**config.mk**
```make
export PLATFORM = sky130hd
export DESIGN_NAME = img_plane_loader
export DESIGN_NICKNAME = d
export VERILOG_FILES = /design/src/rtl/img_loader_pkg.sv /design/src/rtl/loader_ctrl.sv /design/src/rtl/px_counter.sv /design/src/rtl/byte_stage.sv /design/src/rtl/img_plane_loader.sv
export SDC_FILE = /design/constraint.sdc
export NUM_CORES = 1
export LEC_CHECK = 0
export ABC_CLOCK_PERIOD_IN_PS = 3000
export BUFFER_PORTS_ARGS = -buffer_cell sky130_fd_sc_hd__buf_2
export CAP_MARGIN = 20
export CORE_MARGIN = 3
export CORE_UTILIZATION = 55
export CTS_BUF_LIST = sky130_fd_sc_hd__clkbuf_2
export DETAILED_ROUTE_END_ITERATION = 12
export PLACE_DENSITY_LB_ADDON = 0.15
export SLEW_MARGIN = 0
export SYNTH_ARGS = -nofsm -noshare
export SYNTH_HDL_FRONTEND = slang
export SYNTH_HIERARCHICAL = 1
export SYNTH_SLANG_ARGS = --single-unit
```
**constraint.sdc**
```tcl
create_clock -name clk -period 3 [get_ports clk]
set_input_delay 0.45 -clock clk [delete_from_list [all_inputs] [get_ports clk]]
set_output_delay 0.45 -clock clk [all_outputs]
set_load 0.03 [all_outputs]
```
**src/rtl/img_loader_pkg.sv**
```systemverilog
package img_loader_pkg;

  localparam int unsigned LEN_W = 16;

  typedef enum logic [2:0] {
    ST_IDLE,
    ST_HDR_HI,
    ST_HDR_LO,
    ST_RED,
    ST_GREEN,
    ST_BLUE,
    ST_DONE
  } load_state_e;

  // byte slots kept by the staging register
  localparam int unsigned SLOT_HI    = 0;
  localparam int unsigned SLOT_RED   = 1;
  localparam int unsigned SLOT_GREEN = 2;
  localparam int unsigned NUM_SLOTS  = 3;

  function automatic logic [LEN_W-1:0] join_len(input logic [7:0] hi, input logic [7:0] lo);
    return {hi, lo};
  endfunction

  function automatic logic [LEN_W-1:0] clamp_len(input logic [LEN_W-1:0] req,
                                                 input int unsigned depth);
    if (32'(req) > depth) return LEN_W'(depth);
    return req;
  endfunction

endpackage

```
**src/rtl/loader_ctrl.sv**
```systemverilog
module loader_ctrl
  import img_loader_pkg::*;
(
  input  logic                 clk,
  input  logic                 rst,
  input  logic                 rx_valid,
  input  logic                 len_zero,
  input  logic                 last_px,
  output load_state_e          state_o,
  output logic [NUM_SLOTS-1:0] cap_o,
  output logic                 load_o,
  output logic                 commit_o,
  output logic                 done_o
);

  load_state_e st_q, st_d;
  logic        done_q;
  logic        finish;

  always_comb begin
    cap_o             = '0;
    cap_o[SLOT_HI]    = (st_q == ST_HDR_HI) && rx_valid;
    cap_o[SLOT_RED]   = (st_q == ST_RED)    && rx_valid;
    cap_o[SLOT_GREEN] = (st_q == ST_GREEN)  && rx_valid;
    load_o   = (st_q == ST_HDR_LO) && rx_valid && !len_zero;
    commit_o = (st_q == ST_BLUE) && rx_valid;
    finish   = ((st_q == ST_HDR_LO) && rx_valid && len_zero) || (commit_o && last_px);
  end

  always_comb begin
    st_d = st_q;
    unique case (st_q)
      ST_IDLE:   st_d = ST_HDR_HI;
      ST_HDR_HI: if (rx_valid) st_d = ST_HDR_LO;
      ST_HDR_LO: if (rx_valid) st_d = len_zero ? ST_DONE : ST_RED;
      ST_RED:    if (rx_valid) st_d = ST_GREEN;
      ST_GREEN:  if (rx_valid) st_d = ST_BLUE;
      ST_BLUE:   if (rx_valid) st_d = last_px ? ST_DONE : ST_RED;
      ST_DONE:   st_d = ST_DONE;
      default:   st_d = ST_IDLE;
    endcase
  end

  always_ff @(posedge clk) begin
    if (rst) begin
      st_q   <= ST_IDLE;
      done_q <= 1'b0;
    end else begin
      st_q   <= st_d;
      done_q <= finish;
    end
  end

  assign state_o = st_q;
  assign done_o  = done_q;

endmodule

```
**src/rtl/px_counter.sv**
```systemverilog
module px_counter
  import img_loader_pkg::*;
#(
  parameter int unsigned ADDR_W = 14
) (
  input  logic              clk,
  input  logic              rst,
  input  logic              load,
  input  logic [LEN_W-1:0]  load_val,
  input  logic              step,
  output logic [ADDR_W-1:0] addr_o,
  output logic              last_o
);

  logic [LEN_W-1:0]  left_q;
  logic [ADDR_W-1:0] addr_q;

  always_ff @(posedge clk) begin
    if (rst) begin
      left_q <= '0;
      addr_q <= '0;
    end else if (load) begin
      left_q <= load_val;
      addr_q <= '0;
    end else if (step) begin
      left_q <= left_q - LEN_W'(1);
      addr_q <= addr_q + ADDR_W'(1);
    end
  end

  assign addr_o = addr_q;
  assign last_o = (left_q == LEN_W'(1));

endmodule

```
**src/rtl/byte_stage.sv**
```systemverilog
module byte_stage
  import img_loader_pkg::*;
(
  input  logic                      clk,
  input  logic                      rst,
  input  logic [NUM_SLOTS-1:0]      cap,
  input  logic [7:0]                din,
  output logic [NUM_SLOTS-1:0][7:0] q_o
);

  for (genvar s = 0; s < NUM_SLOTS; s++) begin : g_slot
    logic [7:0] slot_q;
    always_ff @(posedge clk) begin
      if (rst)         slot_q <= '0;
      else if (cap[s]) slot_q <= din;
    end
    assign q_o[s] = slot_q;
  end

endmodule

```
**src/rtl/img_plane_loader.sv**
```systemverilog
module img_plane_loader
  import img_loader_pkg::*;
#(
  parameter  int unsigned DEPTH  = 10000,
  localparam int unsigned ADDR_W = $clog2(DEPTH)
) (
  input  logic              clk,
  input  logic              rst,
  input  logic              rx_valid,
  input  logic [7:0]        rx_byte,
  output logic              red_we,
  output logic [ADDR_W-1:0] red_addr,
  output logic [7:0]        red_data,
  output logic              green_we,
  output logic [ADDR_W-1:0] green_addr,
  output logic [7:0]        green_data,
  output logic              blue_we,
  output logic [ADDR_W-1:0] blue_addr,
  output logic [7:0]        blue_data,
  output logic              img_done
);

  load_state_e                state;
  logic [NUM_SLOTS-1:0]       cap;
  logic [NUM_SLOTS-1:0][7:0]  slot_q;
  logic [LEN_W-1:0]           len_eff;
  logic                       len_zero;
  logic                       len_load;
  logic                       px_commit;
  logic                       px_last;
  logic                       image_end;
  logic [ADDR_W-1:0]          wr_addr;

  assign len_eff  = clamp_len(join_len(slot_q[SLOT_HI], rx_byte), DEPTH);
  assign len_zero = (len_eff == '0);

  loader_ctrl u_ctrl (
    .clk      (clk),
    .rst      (rst),
    .rx_valid (rx_valid),
    .len_zero (len_zero),
    .last_px  (px_last),
    .state_o  (state),
    .cap_o    (cap),
    .load_o   (len_load),
    .commit_o (px_commit),
    .done_o   (image_end)
  );

  px_counter #(.ADDR_W(ADDR_W)) u_cnt (
    .clk      (clk),
    .rst      (rst),
    .load     (len_load),
    .load_val (len_eff),
    .step     (px_commit),
    .addr_o   (wr_addr),
    .last_o   (px_last)
  );

  byte_stage u_stage (
    .clk (clk),
    .rst (rst),
    .cap (cap),
    .din (rx_byte),
    .q_o (slot_q)
  );

  assign red_we     = px_commit;
  assign green_we   = px_commit;
  assign blue_we    = px_commit;
  assign red_addr   = wr_addr;
  assign green_addr = wr_addr;
  assign blue_addr  = wr_addr;
  assign red_data   = slot_q[SLOT_RED];
  assign green_data = slot_q[SLOT_GREEN];
  assign blue_data  = rx_byte;
  assign img_done   = image_end;

endmodule

```
==> results.py, run 1 <==
metrics = {
    "placed_design": {
        "place_ws_ns": 0.265,
        "portBuffers": 80,
        "dp_hpwl_mm": 4.57,
        "place.gp.congestion": 0.816,
    },
    "grt": {
        "grt_max_degree": 29,
        "grt_first_pass_wirelength_mm": 10.7,
        "overflow": 0,
        "grt_util_all_layers_pct": 20.8,
        "grt_pass1_vias": 2286,
        "antenna_found_initial": 0,
    },
    "power": {
        "power_density_nw_per_um2": 454,
        "p_leak_uw": 0.00149,
        "ir_drop_v": 0.000325,
    },
    "final_layout": {
        "final_cell_mix": "buf_2 (80), dfxtp_1 (58), nor2_1 (54)",
        "fin_nets": 408,
        "synthToLayoutAreaGrowth_pct": 9.07,
        "fillers": 463,
        "layout-drive-gt1-share_pct": 31.8,
        "mostFrequentLayoutCell": "buf_2",
        "n_antenna_cell": 0,
    },
    "clocking": {
        "tritoncts": "built",
        "clkSinkCount": 58,
        "cts_buffers": 9,
        "hold_buffers": 0,
        "cts_setup_buffers": 0,
        "clkLatencyLatePin_ns": 0.49,
        "ctsResizeCount": 0,
        "clockRootBuffer": "clkbuf_2",
        "cts_buffer_depth": 2,
        "clk_pin_slew_ns": 0.18,
        "htreeDepth": 3,
    },
    "detailed_routing": {
        "viasPerCell": 5.25,
        "dr.pass1.iters": 4,
        "routed_wl_mm": 6.45,
        "ant_nets": 0,
        "routedWlPerCell_um": 13.8,
        "drc_errors": 0,
        "drt_iter0_drc": 140,
        "vias": 2464,
    },
    "floorplan": {
        "die_y_um": 81.4,
        "pin_count": 81,
        "dieArea_um2": 6630,
        "coreArea_um2": 5300,
        "start_util_pct": 59.0,
        "die_w_um": 81.4,
        "rows": 26,
    },
    "sta": {
        "max_freq_ghz": 0.389,
        "rsz0062_at_grt": "no",
        "fin_crit_sh_pct": 85.8,
        "fin_setup_tns_ns": 0,
        "skew_ns": 0.0340,
        "min_period_ns": 2.57,
        "slew_viol_final": 0,
        "layout_setup_ws_ns": 0.427,
        "relSlewSlack_pct": 59.4,
        "hold_viol": 0,
        "worst_slew_pin_slew_ns": 0.604,
        "finalSetupViolCount": 0,
    },
    "critical_path": {
        "path_class": "flop to flop",
        "crit_path_start_kind": "flop",
        "arrival_ns": 2.97,
        "cp_data_required_time_ns": 3.39,
        "end_kind": "flop",
        "path_max_fanout": 4,
    },
    "synth": {
        "synth_cells": 349,
        "synth_edf_count": 0,
        "async_flop_share_pct": 0,
        "synthTopCellsByArea": "dfxtp_1 (37%), buf_4 (9.8%), mux2i_1 (8.3%)",
        "yosysUniqueCellTypes": 51,
        "syn-cell-area_um2": 3130,
        "seq_area_frac_synth_pct": 37.1,
        "ys.flop_type": "dfxtp_1",
        "syn_area_per_cell_um2": 8.97,
        "ys_ff_latch": 58,
        "ys_warn_count": 6,
        "synth_top_cell_by_area": "dfxtp_1",
        "synth_top_area_share_pct": 37.1,
    },
    "min_path": {
        "hold_class": "primary input to flop",
    },
    "status": {
        "outcome": "finished, final reports clean",
    },
    "flow_run": {
        "cap_violations": 0,
    },
}
[through the flow]
step | area (um2) | hold slack [ns] | utilization (%) | std cells | total power [uW]
2_1_floorplan | 3130 | 0.474 | - | 350 | 968
3_3_place_gp | 3280 | 0.469 | 61.9 | 453 | 1000
4_1_cts | 3410 | 0.242 | 64.4 | 469 | 1570
6_report | 3410 | 0.283 | 64.4 | 469 | 1550
5_1_grt | 3410 | 0.266 | 64.4 | 469 | 1630
3_5_place_dp | 3280 | 0.476 | 61.9 | 453 | 1000
[synth_stat cells, types with 6 or more instances]
| cell | count |
|---|---|
| dfxtp_1 | 58 |
| nor2_1 | 54 |
| buf_4 | 41 |
| mux2i_1 | 26 |
| nand2_1 | 17 |
| xnor2_1 | 14 |
| a211oi_1 | 10 |
| a21oi_1 | 10 |
| o21ai_0 | 7 |
| and2_1 | 6 |
| buf_6 | 6 |
| nor3_1 | 6 |
| nor4_2 | 6 |
| xor2_1 | 6 |
[layer usage]
layer / up-vias / GRT usage [%] / share of wire, %
li1: 1264 / - / -
met1: 1130 / 26.9 / 47
met2: 61 / 32.7 / 46
met3: 9 / 6.36 / 5.7
met4: 0 / 7.60 / 1.4
met5: - / 0 / 0
[logic make-up after synthesis]
kind of cell	synth area share (%)
xor gates and xnor gates	5.60
AOI/OAI and AO/OA	8.27
adders and majority gates	1.20
and+or+nand+nor	25.5
DFF	37.1
muxes	8.31
buffers and inverters	13.9
other	0.120
[flip-flops by register name (all words and copies together) (netlist names)]
register / count
u_cnt/left_q: 16
u_cnt/addr_o: 14
u_ctrl/state_o: 3
u_stage/g_slot.slot_q: 24
u_ctrl/done_o: 1
[power breakdown]
part	leakage, uW	internal, uW	switching [uW]
sequential	0.000469	790	22.2
clock	0.0000793	274	290
combinational	0.000944	70.1	105
total	0.00149	1130	418
[area by class of cell]
class | instances | area, um2 | share of cell area, %
Multi-Input combinational cell | 230 | 1540 | 45.2
Sequential cell | 58 | 1160 | 34.0
Timing Repair Buffer | 89 | 468 | 13.7
Tap cell | 70 | 87.6 | 2.57
Clock inverter | 6 | 81.3 | 2.38
Clock buffer | 10 | 50.0 | 1.47
Inverter | 6 | 22.5 | 0.660
[final timing paths]
kind | start | endpoint | slack, ns | cells after the start
worst max-delay path | u_stage/g_slot[0].slot_q[4]$_SDFFE_PP0P_ | u_cnt/addr_o[10]$_SDFFE_PP0P_ | 0.43 | 7
worst min-delay path | rx_byte[7] | u_stage/g_slot[0].slot_q[7]$_SDFFE_PP0P_ | 0.28 | 3
worst max register to register | u_stage/g_slot[0].slot_q[4]$_SDFFE_PP0P_ | u_cnt/addr_o[10]$_SDFFE_PP0P_ | 0.43 | 7
worst min register to register | u_stage/g_slot[1].slot_q[4]$_SDFFE_PP0P_ | u_stage/g_slot[1].slot_q[4]$_SDFFE_PP0P_ | 0.51 | 2
[worst max-delay path, stage by stage (launching register included)]
cell	delay, ns
dfxtp_1	0.38
or4_4	0.54
nor4_2	0.28
nand2b_4	0.20
and2b_2	0.21
or2_2	0.30
or4_1	0.50
o21ai_0	0.08
(Power assumes the default switching activity.)
==> run 2: changes to the inputs <==
--- a/config.mk
+++ b/config.mk
@@ -8,6 +8,7 @@
 export ABC_CLOCK_PERIOD_IN_PS = 3000
 export BUFFER_PORTS_ARGS = -buffer_cell sky130_fd_sc_hd__buf_2
 export CAP_MARGIN = 20
+export CORE_ASPECT_RATIO = 2
 export CORE_MARGIN = 3
 export CORE_UTILIZATION = 55
 export CTS_BUF_LIST = sky130_fd_sc_hd__clkbuf_2
==> run 2 against run 1 <==
Compared with the run above:
- power shrank 12%
- sequential power about the same
- sequential share of layout area is 0.53 points higher
- clock skew decreased by 0.023 ns
- core utilization shrank 2.9 points
- hold slack got worse by 0.11 ns
- non-clock buffer count up 2
- critical endpoint is now u_cnt/left_q[9]$_SDFFE_PP0P_
- highest routed layer unchanged
==> results.py, run 2 (same netlist as run 1, synthesis figures left out) <==
metrics = {
    "critical_path": {
        "path_max_fanout": 28,
        "arrival_ns": 2.87,
        "path_buf_inv": 2,
        "r2r_cells": 8,
        "end_kind": "flop",
        "startpoint": "u_stage/g_slot[0].slot_q[4]$_SDFFE_PP0P_",
        "critPathSlowestCell": "or4_4",
        "cp_data_required_time_ns": 3.40,
        "crit_path_start_kind": "flop",
        "worst_path_largest_cell_delay_ns": 0.54,
        "r2r_setup_slack_ns": 0.53,
        "regToRegStartpoint": "u_stage/g_slot[0].slot_q[4]$_SDFFE_PP0P_",
        "worstPathCellList": "or4_4 > nor4_2 > nand2b_4 > and2b_2 > buf_4 > inv_2 > nor2_1 > a211oi_1",
        "reg2reg_to": "u_cnt/left_q[9]$_SDFFE_PP0P_",
        "path_class": "flop to flop",
        "cpLargestDelayFamily": "simple AND/OR/NAND/NOR gates",
    },
    "sta": {
        "fin_setup_tns_ns": 0,
        "relSlewSlack_pct": 58.9,
        "rsz0062_at_grt": "no",
        "slew_viol_final": 0,
        "fin_crit_sh_pct": 82.3,
        "finalSetupViolCount": 0,
        "min_period_ns": 2.47,
        "skew_ns": 0.0106,
        "layout_setup_ws_ns": 0.532,
        "max_freq_ghz": 0.405,
        "worst_slew_pin_slew_ns": 0.611,
        "hold_viol": 0,
    },
    "final_layout": {
        "final_cell_mix": "buf_2 (80), dfxtp_1 (58), nor2_1 (54)",
        "synthToLayoutAreaGrowth_pct": 7.39,
        "layout-drive-gt1-share_pct": 31.7,
        "fin_nets": 410,
        "largest_reg_flops": 24,
        "fin_area_um2": 3360,
        "largest_register": "u_stage/g_slot.slot_q",
        "n_antenna_cell": 0,
        "fillers": 487,
        "mostFrequentLayoutCell": "buf_2",
    },
    "grt": {
        "grt_util_all_layers_pct": 21.2,
        "overflow": 0,
        "grt_first_pass_wirelength_mm": 10.6,
        "grt_max_degree": 43,
        "antenna_found_initial": 0,
        "grt_pass1_vias": 2287,
    },
    "power": {
        "ir_drop_v": 0.000344,
        "switchingPower_uw": 404,
        "p_leak_uw": 0.00148,
        "clock_power_share_pct": 27.6,
        "p_seq_share_pct": 59.2,
        "swShare_pct": 29.5,
        "power_density_nw_per_um2": 408,
        "p_comb_share_pct": 13.1,
        "internal_power_uw": 968,
    },
    "clocking": {
        "clockRootBuffer": "clkbuf_2",
        "clkSinkCount": 58,
        "htreeDepth": 3,
        "cts_buffers": 9,
        "clkLatencyLatePin_ns": 0.49,
        "clk_pin_slew_ns": 0.15,
        "ctsResizeCount": 0,
        "tritoncts": "built",
        "cts_setup_buffers": 0,
        "hold_buffers": 0,
        "cts_buffer_depth": 2,
    },
    "floorplan": {
        "start_util_pct": 57.3,
        "pin_count": 81,
        "rows": 38,
        "dieArea_um2": 6690,
        "die_w_um": 59.3,
        "die_y_um": 113,
        "coreArea_um2": 5470,
    },
    "min_path": {
        "hold_class": "primary input to flop",
        "hp-start": "rst",
        "min_path_cells": 2,
        "hold_end": "u_cnt/left_q[7]$_SDFFE_PP0P_",
    },
    "placed_design": {
        "place_ws_ns": 0.272,
        "portBuffers": 80,
        "dpl_cell_area_um2": 3290,
        "place.gp.congestion": 0.891,
        "dp_hpwl_mm": 4.95,
    },
    "detailed_routing": {
        "drc_errors": 0,
        "routed_wl_mm": 6.65,
        "dr.pass1.iters": 4,
        "ant_nets": 0,
        "viasPerCell": 5.39,
        "vias": 2486,
        "routedWlPerCell_um": 14.4,
        "drt_iter0_drc": 94,
    },
    "status": {
        "outcome": "finished, final reports clean",
    },
    "flow_run": {
        "cap_violations": 0,
    },
}
-- run 2: cell count changes in the layout (fill, tap and decap cells not counted) --
cell        change
clkbuf_2        +1
buf_4           +2
clkinvlp_4      -1
bufinv_16       -2
clkinv_1        +2
-- run 2: worst max path at each step --
stage	endpoint	slack, ns	cells after the start
floorplan	u_cnt/left_q[7]$_SDFFE_PP0P_	0.38	7
global placement	u_cnt/addr_o[10]$_SDFFE_PP0P_	0.31	9
detailed placement	u_cnt/addr_o[10]$_SDFFE_PP0P_	0.27	9
CTS	u_cnt/addr_o[10]$_SDFFE_PP0P_	0.51	7
global route	u_cnt/left_q[5]$_SDFFE_PP0P_	0.32	8
finish	u_cnt/left_q[9]$_SDFFE_PP0P_	0.53	8
-- run 2: cell type report --
| type | count | area (um2) | share of cell area, % |
|---|---|---|---|
| tap | 60 | 75.1 | 2.23 |
| clock buffer | 11 | 55.1 | 1.64 |
| multi-input combinational | 230 | 1540 | 45.9 |
| sequential | 58 | 1160 | 34.5 |
| clock inverter | 5 | 21.3 | 0.633 |
| inverter | 6 | 22.5 | 0.670 |
| timing repair buffer | 91 | 483 | 14.4 |
-- run 2: metrics by stage --
stage / power, uW / hold slack (ns) / std cells / utilization (%)
2_1_floorplan: 968 / 0.474 / 350 / -
3_3_place_gp: 1010 / 0.469 / 445 / 60.1
3_5_place_dp: 1010 / 0.479 / 445 / 60.1
4_1_cts: 1390 / 0.140 / 461 / 61.5
5_1_grt: 1440 / 0.137 / 461 / 61.5
6_report: 1370 / 0.176 / 461 / 61.5
-- run 2: routing by layer --
metal	part of all wire [%]	track usage (%)	up-vias
met4	2.9	11.3	0
met5	0	0	-
met2	54	37.0	78
met1	38	21.8	1133
li1	-	-	1261
met3	5.4	5.82	14
-- run 2: power groups by stage --
stage | Sequential, uW | Clock [uW] | Combinational (uW)
after detailed placement | 829 | 0 | 179
after global placement | 828 | 0 | 178
after floorplan | 823 | 0 | 145
after CTS | 813 | 397 | 181
after global routing | 817 | 429 | 196
final | 813 | 379 | 180
==> run 3: changes to the inputs <==
--- a/config.mk
+++ b/config.mk
@@ -5,7 +5,7 @@
 export SDC_FILE = /design/constraint.sdc
 export NUM_CORES = 1
 export LEC_CHECK = 0
-export ABC_CLOCK_PERIOD_IN_PS = 3000
+export ABC_CLOCK_PERIOD_IN_PS = 2500
 export BUFFER_PORTS_ARGS = -buffer_cell sky130_fd_sc_hd__buf_2
 export CAP_MARGIN = 20
 export CORE_ASPECT_RATIO = 2
==> constraint.sdc (replaced) <==
create_clock -name clk -period 2.5 [get_ports clk]
set_input_delay 0.375 -clock clk [delete_from_list [all_inputs] [get_ports clk]]
set_output_delay 0.375 -clock clk [all_outputs]
set_load 0.03 [all_outputs]
==> run 3 against run 2 <==
Compared with the run above:
- power up 22%
- final cell count increased by 2.6%
- register-to-register slack got worse by 0.39 ns
- sequential share of layout area is 1.1 points lower
- cell area is 3.5% higher
- flip-flop and latch count stayed put
- count of clock-buffer cells in the layout is the same
- first-iteration DRC count rose by 9.6%
==> results.py, run 3 (same netlist as run 1, synthesis figures left out) <==
metrics = {
    "final_layout": {
        "fillers": 482,
        "n_antenna_cell": 0,
        "largest_register": "u_stage/g_slot.slot_q",
        "fin_nets": 422,
        "final_cell_mix": "buf_2 (80), dfxtp_1 (56), nor2_1 (53)",
        "layout-drive-gt1-share_pct": 34.4,
        "synthToLayoutAreaGrowth_pct": 11.2,
        "largest_reg_flops": 24,
        "mostFrequentLayoutCell": "buf_2",
    },
    "clocking": {
        "hold_buffers": 0,
        "cts_buffer_depth": 2,
        "clockRootBuffer": "clkbuf_2",
        "clkLatencyLatePin_ns": 0.50,
        "clkSinkCount": 58,
        "tritoncts": "built",
        "clk_pin_slew_ns": 0.16,
        "htreeDepth": 3,
        "ctsResizeCount": 0,
        "cts_buffers": 9,
        "cts_setup_buffers": 0,
    },
    "floorplan": {
        "dieArea_um2": 6690,
        "start_util_pct": 57.3,
        "die_w_um": 59.3,
        "pin_count": 81,
        "die_y_um": 113,
        "rows": 38,
        "coreArea_um2": 5470,
    },
    "sta": {
        "max_freq_ghz": 0.423,
        "skew_ns": 0.0173,
        "finalSetupViolCount": 0,
        "hold_viol": 0,
        "rsz0062_at_grt": "no",
        "fin_crit_sh_pct": 94.5,
        "slew_viol_final": 0,
        "fin_setup_tns_ns": 0,
        "worst_slew_pin_slew_ns": 0.561,
        "min_period_ns": 2.36,
        "relSlewSlack_pct": 62.3,
        "layout_setup_ws_ns": 0.138,
    },
    "grt": {
        "grt_max_degree": 47,
        "grt_pass1_vias": 2399,
        "overflow": 0,
        "antenna_found_initial": 0,
        "grt_first_pass_wirelength_mm": 11.2,
        "grt_util_all_layers_pct": 22.0,
    },
    "critical_path": {
        "critPathSlowestCell": "or4_1",
        "path_class": "flop to flop",
        "crit_path_start_kind": "flop",
        "worst_path_largest_cell_delay_ns": 0.49,
        "end_kind": "flop",
        "cpLargestDelayFamily": "simple AND/OR/NAND/NOR gates",
        "arrival_ns": 2.80,
        "path_max_fanout": 3,
        "cp_data_required_time_ns": 2.94,
        "path_buf_inv": 0,
        "worstPathCellList": "nor3_1 > nand3_1 > nor4_4 > nand2b_4 > and2b_2 > or2_4 > or4_1 > o21ai_0",
    },
    "detailed_routing": {
        "routedWlPerCell_um": 14.5,
        "drt_iter0_drc": 103,
        "ant_nets": 0,
        "vias": 2550,
        "viasPerCell": 5.39,
        "dr.pass1.iters": 4,
        "routed_wl_mm": 6.87,
        "drc_errors": 0,
    },
    "placed_design": {
        "place.gp.congestion": 0.887,
        "place_ws_ns": 0.0687,
        "portBuffers": 80,
        "dp_hpwl_mm": 5.08,
    },
    "flow_run": {
        "cap_violations": 0,
    },
    "min_path": {
        "hold_class": "primary input to flop",
    },
    "status": {
        "outcome": "finished, final reports clean",
    },
    "power": {
        "power_density_nw_per_um2": 480,
        "ir_drop_v": 0.000403,
        "p_leak_uw": 0.00155,
    },
}
## run 3: final cells by class
cell class / instances / area [um2] / share of cell area [%]
Sequential cell: 58 / 1160 / 33.4
Clock inverter: 5 / 21.3 / 0.611
Inverter: 6 / 22.5 / 0.647
Clock buffer: 11 / 55.1 / 1.58
Tap cell: 60 / 75.1 / 2.16
Timing Repair Buffer: 103 / 586 / 16.8
Multi-Input combinational cell: 230 / 1560 / 44.8
## run 3: worst paths after layout
check | cells past startpoint | slack (ns) | end | from
setup reg to reg | 8 | 0.14 | u_cnt/addr_o[10]$_SDFFE_PP0P_ | u_stage/g_slot[0].slot_q[6]$_SDFFE_PP0P_
hold reg to reg | 2 | 0.51 | u_stage/g_slot[1].slot_q[7]$_SDFFE_PP0P_ | u_stage/g_slot[1].slot_q[7]$_SDFFE_PP0P_
hold / removal | 4 | 0.24 | u_stage/g_slot[1].slot_q[0]$_SDFFE_PP0P_ | rx_byte[0]
setup / recovery | 8 | 0.14 | u_cnt/addr_o[10]$_SDFFE_PP0P_ | u_stage/g_slot[0].slot_q[6]$_SDFFE_PP0P_
## run 3: metal layers
metal  vias up  GRT usage [%]  part of all wire [%]
li1       1286              -                     -
met1      1171           23.4                    37
met2        81           39.7                    56
met3        12           3.88                   4.3
met4         0           10.7                   2.1
met5         -              0                     0
## run 3: worst reg2reg max path, delay by kind of cell, from the launching register on
family           cells  cell delay [ns]
AND/OR/NAND/NOR      7             1.86
flip-flops           1             0.37
AO/OA/AOI/OAI        1             0.07
## run 3: metrics by stage
stage	area (um2)	util (%)	power, uW	hold slack, ns	instances
3_3_place_gp	3400	62.2	1220	0.469	457
2_1_floorplan	3160	-	1170	0.444	350
6_report	3480	63.7	1670	0.240	473
3_5_place_dp	3400	62.2	1230	0.476	457
4_1_cts	3480	63.6	1690	0.211	473
5_1_grt	3480	63.7	1750	0.232	473
## run 3: report_power, final
part	total (uW)	internal (uW)	switching (uW)
logic	240	100	140
registers	968	948	20.3
clock network	461	126	335
total	1670	1170	495
